**src/rtl/gtvec_pkg.sv**
```systemverilog
package gtvec_pkg;

    typedef enum logic [1:0] {
        OP_READ  = 2'd0,
        OP_WRITE = 2'd1,
        OP_SET   = 2'd2,
        OP_CLEAR = 2'd3
    } csr_op_e;

    typedef enum logic [1:0] {
        MODE_DIRECT = 2'd0,
        MODE_VECTOR = 2'd1,
        MODE_RSVD2  = 2'd2,
        MODE_RSVD3  = 2'd3
    } vec_mode_e;

    localparam logic [1:0]  PRIV_USER  = 2'd0;
    localparam logic [11:0] ADDR_GUEST = 12'h205;
    localparam logic [11:0] ADDR_SUPER = 12'h105;

    typedef struct packed {
        logic guest;
        logic host;
        logic illegal;
        logic vfault;
    } route_t;

endpackage

```
**src/rtl/gtvec_route.sv**
```systemverilog
module gtvec_route
    import gtvec_pkg::*;
(
    input  logic        req_i,
    input  logic [11:0] addr_i,
    input  logic [1:0]  priv_i,
    input  logic        virt_i,
    output route_t      route_o
);
    logic is_guest_addr;
    logic is_super_addr;
    logic from_user;

    always_comb begin
        is_guest_addr = req_i && (addr_i == ADDR_GUEST);
        is_super_addr = req_i && (addr_i == ADDR_SUPER);
        from_user     = (priv_i == PRIV_USER);
        route_o       = '0;
        if (is_guest_addr) begin
            if (virt_i)         route_o.vfault  = 1'b1;
            else if (from_user) route_o.illegal = 1'b1;
            else                route_o.guest   = 1'b1;
        end else if (is_super_addr) begin
            if (!virt_i)        route_o.host    = 1'b1;
            else if (from_user) route_o.vfault  = 1'b1;
            else                route_o.guest   = 1'b1;
        end
    end
endmodule

```
**src/rtl/gtvec_legalize.sv**
```systemverilog
module gtvec_legalize
    import gtvec_pkg::*;
#(
    parameter int XLEN = 64
) (
    input  logic [1:0]      op_i,
    input  logic [XLEN-1:0] cur_i,
    input  logic [XLEN-1:0] wdata_i,
    output logic [XLEN-1:0] next_o
);
    logic [XLEN-1:0] merged;
    vec_mode_e       req_mode;

    always_comb begin
        unique case (csr_op_e'(op_i))
            OP_WRITE: merged = wdata_i;
            OP_SET:   merged = cur_i | wdata_i;
            OP_CLEAR: merged = cur_i & ~wdata_i;
            default:  merged = cur_i;
        endcase
        req_mode = vec_mode_e'(merged[1:0]);
        next_o   = merged;
        if (req_mode == MODE_RSVD2 || req_mode == MODE_RSVD3) begin
            next_o[1:0] = cur_i[1:0];
        end
    end
endmodule

```
**src/rtl/gtvec_target.sv**
```systemverilog
module gtvec_target
    import gtvec_pkg::*;
#(
    parameter int XLEN    = 64,
    parameter int CAUSE_W = 6
) (
    input  logic [XLEN-1:0]    vec_i,
    input  logic               irq_i,
    input  logic [CAUSE_W-1:0] cause_i,
    output logic [XLEN-1:0]    pc_o
);
    localparam int OFF_W = CAUSE_W + 2;

    logic [XLEN-1:0]  base;
    logic [OFF_W-1:0] offset;

    always_comb begin
        base   = {vec_i[XLEN-1:2], 2'b00};
        offset = {cause_i, 2'b00};
        if (irq_i && vec_mode_e'(vec_i[1:0]) == MODE_VECTOR) begin
            pc_o = base + XLEN'(offset);
        end else begin
            pc_o = base;
        end
    end
endmodule

```
**src/rtl/gtvec_csr_unit.sv**
```systemverilog
module gtvec_csr_unit
    import gtvec_pkg::*;
#(
    parameter int XLEN    = 64,
    parameter int CAUSE_W = 6
) (
    input  logic               clk_i,
    input  logic               rst_ni,
    input  logic               csr_req_i,
    input  logic [11:0]        csr_addr_i,
    input  logic [1:0]         csr_op_i,
    input  logic [XLEN-1:0]    csr_wdata_i,
    input  logic [1:0]         csr_priv_i,
    input  logic               csr_virt_i,
    output logic [XLEN-1:0]    csr_rdata_o,
    output logic               csr_guest_o,
    output logic               csr_host_o,
    output logic               csr_illegal_o,
    output logic               csr_vfault_o,
    input  logic               trap_irq_i,
    input  logic [CAUSE_W-1:0] trap_cause_i,
    output logic [XLEN-1:0]    trap_pc_o
);
    typedef struct packed {
        logic [XLEN-1:0] vec;
    } state_t;

    state_t          state_d, state_q;
    route_t          route;
    logic [XLEN-1:0] legal_vec;
    logic [XLEN-1:0] vec_cur;

    assign vec_cur = state_q.vec;

    gtvec_route u_route (
        .req_i   (csr_req_i),
        .addr_i  (csr_addr_i),
        .priv_i  (csr_priv_i),
        .virt_i  (csr_virt_i),
        .route_o (route)
    );

    gtvec_legalize #(.XLEN(XLEN)) u_legal (
        .op_i    (csr_op_i),
        .cur_i   (state_q.vec),
        .wdata_i (csr_wdata_i),
        .next_o  (legal_vec)
    );

    gtvec_target #(.XLEN(XLEN), .CAUSE_W(CAUSE_W)) u_target (
        .vec_i   (state_q.vec),
        .irq_i   (trap_irq_i),
        .cause_i (trap_cause_i),
        .pc_o    (trap_pc_o)
    );

    always_comb begin
        state_d = state_q;
        if (route.guest && csr_op_e'(csr_op_i) != OP_READ) begin
            state_d.vec = legal_vec;
        end
        csr_rdata_o   = route.guest ? state_q.vec : '0;
        csr_guest_o   = route.guest;
        csr_host_o    = route.host;
        csr_illegal_o = route.illegal;
        csr_vfault_o  = route.vfault;
    end

    always_ff @(posedge clk_i or negedge rst_ni) begin
        if (!rst_ni) begin
            state_q <= '0;
        end else begin
            state_q <= state_d;
        end
    end
endmodule

```
**config.mk**
```make
export PLATFORM = sky130hd
export DESIGN_NAME = gtvec_csr_unit
export DESIGN_NICKNAME = d
export VERILOG_FILES = /design/src/rtl/gtvec_pkg.sv /design/src/rtl/gtvec_route.sv /design/src/rtl/gtvec_legalize.sv /design/src/rtl/gtvec_target.sv /design/src/rtl/gtvec_csr_unit.sv
export SDC_FILE = /design/constraint.sdc
export NUM_CORES = 1
export LEC_CHECK = 0
export BUFFER_PORTS_ARGS = -buffer_cell sky130_fd_sc_hd__buf_2
export CORE_ASPECT_RATIO = 0.75
export CORE_MARGIN = 1.5
export CORE_UTILIZATION = 50
export DETAILED_ROUTE_END_ITERATION = 8
export PLACE_DENSITY = 0.81
export RECOVER_POWER = 100
export SLEW_MARGIN = 20
export SYNTH_ARGS = -nofsm -noshare
export SYNTH_HDL_FRONTEND = slang
export SYNTH_SLANG_ARGS = --single-unit
```
**constraint.sdc**
```tcl
create_clock -name clk_i -period 3.6 [get_ports clk_i]
set_clock_uncertainty 0.1 [all_clocks]
set_input_delay 0.9 -clock clk_i [delete_from_list [all_inputs] [get_ports clk_i]]
set_output_delay 0.9 -clock clk_i [all_outputs]
set_load 0.03 [all_outputs]
```
==> results of run 1 <==
-- cell families (layout without fill, tap and decap cells) --
family | count (synthesis) | count (layout) | share of synthesized area
AO/OA/AOI/OAI | 146 | 146 | 0.194
XOR/XNOR | 61 | 61 | 0.0954
adder cells (fa/ha/maj) | 7 | 7 | 0.0170
buffers and inverters | 72 | 298 | 0.0539
flip-flops | 64 | 64 | 0.286
multiplexers | 4 | 4 | 0.00760
other | 1 | 3 | 0.000670
AND/OR/NAND/NOR | 344 | 344 | 0.346
-- routing by layer --
metal / up-vias / part of all wire
met2: 397 / 0.49
met1: 3263 / 0.40
li1: 3015 / -
met4: 0 / 0.014
met3: 34 / 0.093
met5: - / 0
-- critical path, stage by stage --
cell and delay (ns):
clkbuf_1 0.12, or3b_1 0.43, a21oi_4 0.30, clkbuf_2 0.48, and3_1 0.26, buf_2 0.20
-- worst max path at each step --
stage / start / endpoint / cells after the start
after floorplan: trap_cause_i[0] / trap_pc_o[48] / 8
after global placement: trap_cause_i[0] / trap_pc_o[36] / 9
after detailed placement: trap_cause_i[4] / trap_pc_o[59] / 9
after CTS: trap_cause_i[0] / trap_pc_o[38] / 10
after global routing: trap_cause_i[5] / trap_pc_o[59] / 9
final: csr_virt_i / csr_rdata_o[18] / 6
-- report_power, final --
| part | internal (mW) | switching, mW |
|---|---|---|
| combinational | 0.892 | 1.27 |
| clock | 0.483 | 0.308 |
| sequential | 0.869 | 0.336 |
| total | 2.24 | 1.91 |
-- timing repair --
item / CTS / global route
endpoints found under the hold margin: 0 / 0
pin swaps: 7 / 18
cloned: 0 / 1
setup buffers: 4 / 10
endpoints found under the setup margin: 53 / 50
gates resized for setup: 67 / 78
-- cells in the final DEF, fill, tap and decap left out, drive strengths merged, types with 2 or more instances in the layout --
master	count
buf	219
nand2	98
and3	72
clkbuf	70
dfrtp	64
a221o	62
o21ai	61
nand3b	56
nor2	34
xor2	32
xnor2	29
nand4	26
nand3	20
nor3	17
nor4	9
o22ai	7
inv	6
ha	6
a21oi	5
a21o	2
a211o	2
o211ai	2
and4	2
mux2	2
and4b	2
mux2i	2
or3	2
conb	2
clkinv	2
and2	2
-- cell type report --
| cell class | count | area (um^2) | share of cell area |
|---|---|---|---|
| diodes | 1 | 2.50 | 0.000312 |
| repair buffers | 276 | 1770 | 0.221 |
| clock buffers | 13 | 250 | 0.0312 |
| inverters | 6 | 22.5 | 0.00281 |
| flip-flops and latches | 64 | 1600 | 0.200 |
| multi-input cells | 564 | 4180 | 0.521 |
| clock inverters | 3 | 17.5 | 0.00218 |
| well taps | 140 | 175 | 0.0218 |
==> results.yml, run 1 <==
setup_path:
  cp-start-kind: "input pin"
  critPathKind: "in2out"
  critical_path_arrival_ns: 2.69
  r2r-start: "state_q[1]"
  r2r-end: "state_q[0]"
  critPathMaxFanout: 29
  r2r_slack_ns: 2.15
  cp_data_required_time_ns: 2.60
  reg2reg_depth: 5
  end_kind: "output port"
clocking:
  cts_sinks: 64
  ctsHtreeMaxLevel: 3
  clock_path_buffers: 2
  clk_latency_ns: 0.33
  numCtsBuffers: 9
  clk_pin_slew_ns: 0.05
  cts_root_buf: "clkbuf_16"
  cts_hold_buf: 0
  cts_tree: "done"
synth:
  syn_inst: 699
  synth_top_area_frac: 0.286
  async_reset_ff_frac: 1.00
  synth.largest_area_cell: "dfrtp_1"
  ys_top_cells_by_count: "nand2_1 (98), and3_1 (72), dfrtp_1 (64)"
  synth_edf_count: 0
  avgSynthCellArea_um2: 8.01
  synth_area_mm2: 0.00560
  seq_area_frac_synth: 0.286
  synth_cell_types: 44
  synth-seq-cells: 64
  synthTopCellsByArea: "dfrtp_1 (29%), a221o_1 (11%), and3_1 (8.0%), nand3b_1 (7.5%), nand2_1 (6.6%)"
  synthFlopType: "dfrtp_1"
  yosysWarnings: 0
  synth.most_common_cell: "nand2_1"
route:
  drt-wirelength-per-cell_um: 19.1
  drc: 0
  final_antenna_net_count: 0
  drt_iter0_markers: 656
  vias: 6709
  dr.pass1.iters: 5
  viasPerCell: 6.29
  drt-total-wl_um: 20400
global_routing:
  grt_max_degree: 63
  grt.total_usage: 0.326
  busiest_layer: "met2"
  globalRoute.totalOverflow: 0
  grt_util_met3: 0.0595
  antenna_found_initial: 1
  met1_usage: 0.437
  grt_pass1_vias: 6221
  grt_pass1_wl_um: 31300
  grtUsageMet2: 0.543
timing:
  tns_ns: -2.35
  period_share: 1.03
  fmax_ghz: 0.271
  setup_viol: 54
  hold_violations: 0
  rsz0062_at_grt: "true"
  fin_ws_ns: -0.0908
  slew_headroom: -0.354
  drv_slew: 37
  worst_pin_slew_ns: 2.03
  worst_hold_slack_ns: 0.480
  period_minus_slack_ns: 3.69
place:
  placed_area_mm2: 0.00720
  dp_hpwl_um: 13900
  dpl.cell_count: 1035
  dp_slack_ns: -0.300
  io_buffers: 220
  gp_congestion: 0.953
die:
  start_util: 0.514
  die-area_mm2: 0.0118
  die_h_um: 94.6
  core_area_mm2: 0.0109
  ios: 223
  die_w_um: 125
  rows: 33
final_layout:
  fin_util: 0.736
  design_area_mm2: 0.00802
  final_cells: 1067
  drive_above_1_share: 0.384
  largest_reg_flops: 64
  top_regs: "state_q (64)"
  regMostFlops: "state_q"
  filler_cell_count: 788
  nNetsFinal: 1019
  syn2layout_area_growth_pct: 43.3
worst_hold_path:
  min_to: "state_q[50]"
  hold_depth: 1
  hp-start: "state_q[50]"
  hp-class: "reg2reg"
power_and_ir_drop:
  peakVddDrop_mv: 0.239
  powerDensity_mw_per_mm2: 518
  p_leak_nw: 3.72
  p_total_mw: 4.15
run_status:
  violations: "capacitance limit, slew limit, setup timing"
  status: "complete, but fails checks"
run:
  drv_cap: 1
(Power assumes the default switching activity.)
==> run 2, diff against run 1 <==
--- a/config.mk
+++ b/config.mk
@@ -8,9 +8,9 @@
 export BUFFER_PORTS_ARGS = -buffer_cell sky130_fd_sc_hd__buf_2
 export CORE_ASPECT_RATIO = 0.75
 export CORE_MARGIN = 1.5
-export CORE_UTILIZATION = 50
+export CORE_UTILIZATION = 45
 export DETAILED_ROUTE_END_ITERATION = 8
-export PLACE_DENSITY = 0.81
+export PLACE_DENSITY = 0.77
 export RECOVER_POWER = 100
 export SLEW_MARGIN = 20
 export SYNTH_ARGS = -nofsm -noshare
==> constraint.sdc (replaced) <==
create_clock -name clk_i -period 3.3 [get_ports clk_i]
set_clock_uncertainty 0.1 [all_clocks]
set_input_delay 0.825 -clock clk_i [delete_from_list [all_inputs] [get_ports clk_i]]
set_output_delay 0.825 -clock clk_i [all_outputs]
set_load 0.03 [all_outputs]
==> results.yml, run 2 (same netlist as run 1, synthesis figures left out) <==
run_status:
  status: "complete, but fails checks"
  violations: "setup timing"
place:
  io_buffers: 220
  dp_hpwl_um: 14100
  gp_congestion: 0.890
setup_path:
  critPathKind: "in2out"
  end_kind: "output port"
  critical_path_arrival_ns: 2.71
  cp_data_required_time_ns: 2.37
  worst_path_dominant_cell_family: "adder cells"
  cp.depth: 11
  crit_chain: "buf_6, ha_4, fa_2, a21o_1, a31o_4, nand4_1, buf_6, buf_12, nor4_4, xnor2_2, buf_6"
  slowest_delay_ns: 0.39
  crit_buf_inv: 4
  cp-start-kind: "input pin"
  cp_common_cell: "buf_6"
  worst_path_max_delay_cell: "fa_2"
  critPathMaxFanout: 7
  reg2reg_depth: 5
final_layout:
  layout_commonest_cell: "buf_2"
  syn2layout_area_growth_pct: 66.1
  drive_above_1_share: 0.465
  filler_cell_count: 849
  layout_common_cells: "buf_2 (148), nand2_1 (91), buf_6 (75)"
  regArea_mm2: 0.00160
  top_regs: "state_q (64)"
  nNetsFinal: 1059
  multi_input_area_mm2: 0.00477
  largest_reg_flops: 64
  regMostFlops: "state_q"
timing:
  tns_ns: -9.66
  fin_ws_ns: -0.331
  setup_viol: 56
  period_minus_slack_ns: 3.63
  drv_slew: 0
  fmax_ghz: 0.275
  worst_hold_slack_ns: 0.476
  rsz0062_at_grt: "true"
  hold_violations: 0
  worst_pin_slew_ns: 1.46
  slew_headroom: 0.0241
  period_share: 1.10
run:
  drv_cap: 0
die:
  die_h_um: 99.6
  start_util: 0.458
  die_w_um: 132
  ios: 223
  rows: 35
  die-area_mm2: 0.0131
  core_area_mm2: 0.0122
route:
  dr.max_layer_used: "met5"
  dr.pass1.iters: 5
  final_antenna_net_count: 0
  drt_iter0_markers: 626
  wl_met2_um: 10300
  vias: 6826
  wl_met1_um: 9340
  drt-wirelength-per-cell_um: 19.2
  drc: 0
  routed-wl-met3_um: 1670
  drt-total-wl_um: 21800
  viasPerCell: 6.02
global_routing:
  grt_pass1_vias: 6397
  grt_max_degree: 57
  grt_pass1_wl_um: 33200
  grt.total_usage: 0.316
  antenna_found_initial: 2
  globalRoute.totalOverflow: 0
clocking:
  clk_latency_ns: 0.33
  ctsHtreeMaxLevel: 3
  cts_root_buf: "clkbuf_16"
  clk_pin_slew_ns: 0.05
  clock_path_buffers: 2
  cts_sinks: 64
  cts_hold_buf: 0
  cts_tree: "done"
  numCtsBuffers: 9
worst_hold_path:
  hp-class: "reg2reg"
  hold_depth: 1
power_and_ir_drop:
  powerDensity_mw_per_mm2: 562
  peakVddDrop_mv: 0.265
  p_leak_nw: 4.27
run 2: final cells by class:
class / count / share of cell area
clock inverters: 5 / 0.00592
repair buffers: 316 / 0.257
flip-flops and latches: 64 / 0.172
clock buffers: 11 / 0.0272
multi-input cells: 564 / 0.513
well taps: 166 / 0.0223
diodes: 1 / 0.000269
inverters: 6 / 0.00242
run 2: stage by stage:
stage | area, um^2 | power [mW] | instances | util | setup slack [ns]
finish | 9300 | 5.23 | 1133 | 0.761 | -0.331
global route | 9300 | 5.47 | 1133 | 0.761 | -0.371
CTS | 8920 | 4.92 | 1117 | 0.730 | -0.295
detailed placement | 7840 | 3.55 | 1086 | 0.642 | -0.565
global placement | 7840 | 3.52 | 1086 | 0.642 | -0.525
floorplan | 6180 | 2.74 | 700 | - | -0.128
run 2: worst register-to-register path: cells and delay by family (launching register included):
kind / cells / cell delay, ns
flip-flops: 1 / 0.42
multiplexers: 2 / 0.29
AND/OR/NAND/NOR: 1 / 0.12
AO/OA/AOI/OAI: 2 / 0.36
run 2: repair_timing:
action / CTS / global route
gates resized for setup: 169 / 62
pin swaps: 33 / 39
setup endpoints to repair: 56 / 57
setup buffers: 15 / 16
cloned: 0 / 1
run 2: path summary, 6_finish.rpt:
kind | start | end | slack, ns
hold reg to reg | state_q[50] | state_q[50] | 0.48
hold / removal | state_q[50] | state_q[50] | 0.48
setup reg to reg | state_q[1] | state_q[0] | 1.88
max in group asynchronous | rst_ni | state_q[0] | 0.65
setup / recovery | trap_cause_i[0] | trap_pc_o[50] | -0.33
min in group asynchronous | rst_ni | state_q[22] | 0.74
run 2: layer usage:
metal  track usage  vias to the layer above
li1              -                     3101
met1         0.426                     3325
met2         0.511                      356
met3        0.0627                       42
met4         0.113                        2
met5             0                        -
run 2: where the power goes:
part / internal [mW] / leakage (nW) / switching (mW)
Combinational: 1.27 / 3.52 / 1.77
Clock: 0.623 / 0.148 / 0.351
Sequential: 0.947 / 0.604 / 0.268
